===== src/rtl/dbuf_pkg.sv =====
// Package: shared definitions for the byte-loaded input register.
// Assumes: three control lines, indexed as below in the flag vector.
package dbuf_pkg;
    typedef enum logic [1:0] {
        CH_LO = 2'd0,
        CH_HI = 2'd1,
        CH_LD = 2'd2
    } ctl_ch_e;

    localparam int NUM_CTL = 3;
    localparam int BYTE_BITS = 8;
endpackage


===== src/rtl/byte_latch.sv =====
// Module: level-actuated register modelled synchronously.
// Takes d on every clock edge where take is high, holds otherwise.
// Assumes: synchronous active-low reset clears to zero.
module byte_latch #(
    parameter int W = 8
) (
    input  logic         clk,
    input  logic         rst_n,
    input  logic         take,
    input  logic [W-1:0] d,
    output logic [W-1:0] q
);
    // follow d while take is high, keep value otherwise
    always_ff @(posedge clk) begin
        if (!rst_n) begin
            q <= '0;
        end else if (take) begin
            q <= d;
        end
    end
endmodule


===== src/rtl/width_mon.sv =====
// Module: minimum pulse-width monitor for one level control.
// Counts consecutive high samples (saturating at MIN_CYC) and, on the
// first low sample, emits a one-cycle flag if the run was short.
// Assumes: MIN_CYC >= 1; synchronous active-low reset.
module width_mon #(
    parameter int MIN_CYC = 4
) (
    input  logic clk,
    input  logic rst_n,
    input  logic ctl,
    output logic short_o
);
    localparam int CW = $clog2(MIN_CYC + 1);
    localparam logic [CW-1:0] MIN_V = CW'(MIN_CYC);

    logic [CW-1:0] run_len;

    // length of the current high run, saturating at the minimum
    always_ff @(posedge clk) begin
        if (!rst_n) begin
            run_len <= '0;
        end else if (ctl) begin
            if (run_len != MIN_V) begin
                run_len <= run_len + 1'b1;
            end
        end else begin
            run_len <= '0;
        end
    end

    // flag a run that ended before reaching the minimum
    always_ff @(posedge clk) begin
        if (!rst_n) begin
            short_o <= 1'b0;
        end else begin
            short_o <= !ctl && (run_len != '0) && (run_len < MIN_V);
        end
    end
endmodule


===== src/rtl/dbuf_byte_loader.sv =====
// Module: double-buffered byte-loaded input register (top).
// Two byte registers fill from a narrow or wide bus; a holding register
// copies both when load_cv is high and freezes otherwise. Per-control
// monitors flag pulses shorter than the configured minimum.
// Assumes: EN_FLOAT only has effect when WIDE_BUS=1.
module dbuf_byte_loader
    import dbuf_pkg::*;
#(
    parameter int BYTE_W     = BYTE_BITS,
    parameter bit WIDE_BUS   = 1'b0,
    parameter bit EN_FLOAT   = 1'b0,
    parameter int MIN_EN_CYC = 4,
    parameter int MIN_LD_CYC = 3,
    localparam int BUS_W     = WIDE_BUS ? 2 * BYTE_W : BYTE_W,
    localparam int WORD_W    = 2 * BYTE_W
) (
    input  logic                clk,
    input  logic                rst_n,
    input  logic [BUS_W-1:0]    bus_d,
    input  logic                lo_en,
    input  logic                hi_en,
    input  logic                load_cv,
    output logic [WORD_W-1:0]   word_q,
    output logic [NUM_CTL-1:0]  short_flags
);
    logic              take_lo;
    logic              take_hi;
    logic [BYTE_W-1:0] lo_byte;
    logic [BYTE_W-1:0] hi_byte;
    logic [NUM_CTL-1:0] ctl_vec;

    // enable decode chosen by the bus wiring
    generate
        if (WIDE_BUS && EN_FLOAT) begin : g_float
            assign take_lo = 1'b1;
            assign take_hi = 1'b1;
        end else if (WIDE_BUS) begin : g_tied
            assign take_lo = lo_en | hi_en;
            assign take_hi = lo_en | hi_en;
        end else begin : g_narrow
            assign take_lo = lo_en;
            assign take_hi = hi_en;
        end
    endgenerate

    // low byte always from the bottom of the bus
    byte_latch #(.W(BYTE_W)) u_lo (
        .clk(clk), .rst_n(rst_n), .take(take_lo),
        .d(bus_d[BYTE_W-1:0]), .q(lo_byte)
    );

    // high byte from the top of the bus (same pins when narrow)
    byte_latch #(.W(BYTE_W)) u_hi (
        .clk(clk), .rst_n(rst_n), .take(take_hi),
        .d(bus_d[BUS_W-1 -: BYTE_W]), .q(hi_byte)
    );

    // holding register copies both bytes while the strobe is high
    byte_latch #(.W(WORD_W)) u_hold (
        .clk(clk), .rst_n(rst_n), .take(load_cv),
        .d({hi_byte, lo_byte}), .q(word_q)
    );

    assign ctl_vec[CH_LO] = lo_en;
    assign ctl_vec[CH_HI] = hi_en;
    assign ctl_vec[CH_LD] = load_cv;

    // one width monitor per control, strobe uses its own minimum
    generate
        for (genvar g = 0; g < NUM_CTL; g++) begin : g_mon
            width_mon #(
                .MIN_CYC((g == int'(CH_LD)) ? MIN_LD_CYC : MIN_EN_CYC)
            ) u_mon (
                .clk(clk), .rst_n(rst_n), .ctl(ctl_vec[g]),
                .short_o(short_flags[g])
            );
        end
    endgenerate
endmodule


===== config.mk =====
export PLATFORM = sky130hd
export DESIGN_NAME = dbuf_byte_loader
export DESIGN_NICKNAME = d
export VERILOG_FILES = /design/src/rtl/dbuf_pkg.sv /design/src/rtl/byte_latch.sv /design/src/rtl/width_mon.sv /design/src/rtl/dbuf_byte_loader.sv
export SDC_FILE = /design/constraint.sdc
export NUM_CORES = 1
export LEC_CHECK = 0
export BUFFER_PORTS_ARGS = -buffer_cell sky130_fd_sc_hd__buf_2
export CAP_MARGIN = 10
export CORE_ASPECT_RATIO = 0.8
export CORE_MARGIN = 4
export CORE_UTILIZATION = 59
export CTS_BUF_LIST = sky130_fd_sc_hd__clkbuf_8
export DETAILED_ROUTE_END_ITERATION = 8
export PLACE_DENSITY = 0.84
export SETUP_SLACK_MARGIN = 0.05
export SLEW_MARGIN = 20
export SYNTH_ARGS = -nofsm -noshare
export SYNTH_HDL_FRONTEND = slang
export SYNTH_HIERARCHICAL = 1
export SYNTH_SLANG_ARGS = --single-unit

===== constraint.sdc =====
create_clock -name clk -period 2.1 [get_ports clk]
set_input_delay 0 -clock clk [delete_from_list [all_inputs] [get_ports clk]]
set_output_delay 0 -clock clk [all_outputs]
set_load 0.01 [all_outputs]

==> flow_metrics.tcl <==
set metrics [dict create \
    pre_cts_ws_ps 979 \
    r2r_cells 3 \
    clockBufferDepth 2 \
    wl_mm 3.20 \
    grt_max_degree 39 \
    cp.required_ps 2290 \
    cp-end-kind "flip-flop" \
    path_buf_inv 1 \
    dr_total_vias 1191 \
    via_per_inst 5.16 \
    yosysSeqAreaShare_pct 49.8 \
    layout.cells.non_filler 231 \
    first_pass_iters 4 \
    port-buffer-count 31 \
    antenna_found_initial 0 \
    crit_chain "inv_1, ha_1, nor4b_1" \
    routabilityCongestion 0.653 \
    r2r_end "g_mon[1].u_mon/short_o$_SDFF_PN0_" \
    tightest_slew_ps 550 \
    synth-warning-count 6 \
    finalSetupTns_ps 0 \
    cts_setup_buffers 0 \
    syn_nets 171 \
    fin_nets 212 \
    boundaryPins 32 \
    clk_pin_slew_ps 80 \
    drive_gt1_share_pct 23.3 \
    gr-usage-met2_pct 31.3 \
    drt_drc_violations_left 0 \
    final_core_util_pct 73.3 \
    cp_slowest_cell "dfxtp_1" \
    drt_iter0_drc 42 \
    cap_viol_max_count 0 \
    synth_top_family_by_area "multiplexers" \
    synth_seq_cells 43 \
    cp.depth 3 \
    arrival_ps 1350 \
    syn_area_per_cell_um2 11.4 \
    coreArea_um2 2790 \
    path_max_fanout 6 \
    endpoint "g_mon[1].u_mon/short_o$_SDFF_PN0_" \
    grt_pass1_vias 1220 \
    relSlewSlack_pct 63.3 \
    die_w_um 68.5 \
    cts_num_sinks 43 \
    p_leak_nw 0.951 \
    rrSetupSlack_ps 940 \
    wire_per_inst_um 13.8 \
    grt.met3_usage_pct 8.80 \
    use_met1_pct 22.1 \
    path_class "reg2reg" \
    post-place-cells 216 \
    p_total_mw 1.56 \
    setup_slack_ps 939 \
    synthXorXnorAreaFrac_pct 0.507 \
    htree_levels 2 \
    grt_pass1_wl_mm 5.53 \
    start_kind "flip-flop" \
    yosys.cell_types.count 19 \
    crit_path_max_incr_delay_ps 400 \
    die_h_um 56.4 \
    globalRoute.totalOverflow 0 \
    synth_compound_area_share_pct 3.33 \
    min_period_over_period_pct 55.3 \
    reg2reg_from "g_mon[1].u_mon/run_len[0]$_SDFFE_PN0N_" \
    skew_ps 4.51 \
    n_antenna_cell 0 \
    initial_core_util_pct 62.1 \
    antenna_left 0 \
    clkLatencyLatePin_ps 290 \
    worst_ir_drop_vdd_v 0.000618 \
    busiest_layer "met2" \
    setup_violations 0 \
    syn_inst 152 \
    rsz0062_at_grt "no" \
    min_path_type "in2reg" \
    rows 17 \
    hpwl_mm 2.05 \
    cp-startpoint "g_mon[1].u_mon/run_len[0]$_SDFFE_PN0N_" \
    synthSimpleGateAreaFrac_pct 18.3 \
    status "finished, final reports clean" \
    cts_tree "yes" \
    slew_viol_final 0 \
    syn2layout_area_growth_pct 18.1 \
    hold_viol_final 0 \
    synthAdderAreaFrac_pct 4.34 \
    min_period_ps 1160 \
    max_freq_mhz 861 \
    grtUsageTotal_pct 19.6 \
    muxShareOfSynthArea_pct 19.1 \
    cp_top_family "flip-flops" \
    root_buffer "clkbuf_8" \
    numCtsBuffers 5 \
    p_per_area_nw_per_um2 762 \
    syn_area_um2 1730 \
    dieArea_um2 3870 \
]
## cells in the final DEF, fill, tap and decap left out
| master | count |
|---|---|
| nor4b_2 | 1 |
| nand3_1 | 4 |
| clkbuf_8 | 6 |
| nand2_1 | 3 |
| nor3_2 | 2 |
| nor2_1 | 4 |
| buf_2 | 31 |
| nor2b_1 | 32 |
| dfxtp_1 | 43 |
| a21bo_2 | 2 |
| and3b_1 | 2 |
| a21o_2 | 2 |
| xor2_1 | 1 |
| inv_1 | 6 |
| dlygate4sd3_1 | 8 |
| mux2i_1 | 33 |
| nor4b_1 | 2 |
| ha_1 | 6 |
| clkinv_2 | 1 |
| a21oi_1 | 4 |
## worst min-delay path by stage
stage                         from                                 to  depth (start not counted)
after floorplan            load_cv  g_mon[2].u_mon/short_o$_SDFF_PN0_                          1
after global placement    bus_d[5]             u_lo/q[5]$_SDFFE_PN0P_                          3
after global routing         lo_en  g_mon[0].u_mon/short_o$_SDFF_PN0_                          2
after CTS                    lo_en  g_mon[0].u_mon/short_o$_SDFF_PN0_                          2
after detailed placement  bus_d[3]             u_hi/q[3]$_SDFFE_PN0P_                          3
final                        lo_en  g_mon[0].u_mon/short_o$_SDFF_PN0_                          2
## Yosys cell counts
master | n | area, um2
nor3_2 | 2 | 20.0
a21o_2 | 2 | 17.5
inv_1 | 6 | 22.5
nand2_1 | 3 | 11.3
a21bo_2 | 2 | 20.0
ha_1 | 6 | 75.1
nor4b_1 | 2 | 17.5
xor2_1 | 1 | 8.76
nor4b_2 | 1 | 15.0
mux2i_1 | 33 | 330
and3b_1 | 2 | 17.5
clkbuf_1 | 1 | 3.75
nor2_1 | 4 | 15.0
dfxtp_1 | 43 | 861
buf_12 | 1 | 20.0
buf_6 | 3 | 33.8
a21oi_1 | 4 | 20.0
nand3_1 | 4 | 20.0
nor2b_1 | 32 | 200
## state kept, by name, summed over array words and instances (netlist names)
signal	flops
u_lo/q	8
g_mon.u_mon/run_len	8
u_hi/q	8
g_mon.u_mon/short_o	3
u_hold/q	16
## power by group
| part | total (mW) | switching [mW] | internal (mW) |
|---|---|---|---|
| registers | 0.872 | 0.0204 | 0.852 |
| logic | 0.160 | 0.0774 | 0.0830 |
| clock network | 0.524 | 0.266 | 0.258 |
## timing repair
action,CTS,global route
gates resized for setup,0,0
setup endpoints to repair,0,0
hold buffers,8,0
hold endpoints to repair,10,0
## cell type report
cell class	instances	area, um2
Inverter	6	22.5
Tap cell	38	47.5
Sequential cell	43	861
Timing Repair Buffer	39	235
Multi-Input combinational cell	98	788
Fill cell	211	744
Clock buffer	6	82.6
Clock inverter	1	5.00
## stage by stage
stage	hold WS, ps	cell area [um2]
2_1_floorplan	73.5	1730
3_3_place_gp	274	1870
3_5_place_dp	288	1870
4_1_cts	121	2040
5_1_grt	118	2040
6_report	116	2040
## per-layer routing
metal  vias to the layer above  wire (um)
met5                         -          0
met4                         0         85
met3                        11        194
met2                        30       1530
met1                       558       1390
li1                        592          -
## cells by family (layout without fill, tap and decap cells)
family	count (synthesis)	in the layout
xor+xnor	1	1
flops	43	43
buf+inv	11	52
fa+ha+maj	6	6
compound gates	8	8
mux	33	33
simple gates	50	50
No activity file was read; power rests on OpenSTA's default activity.
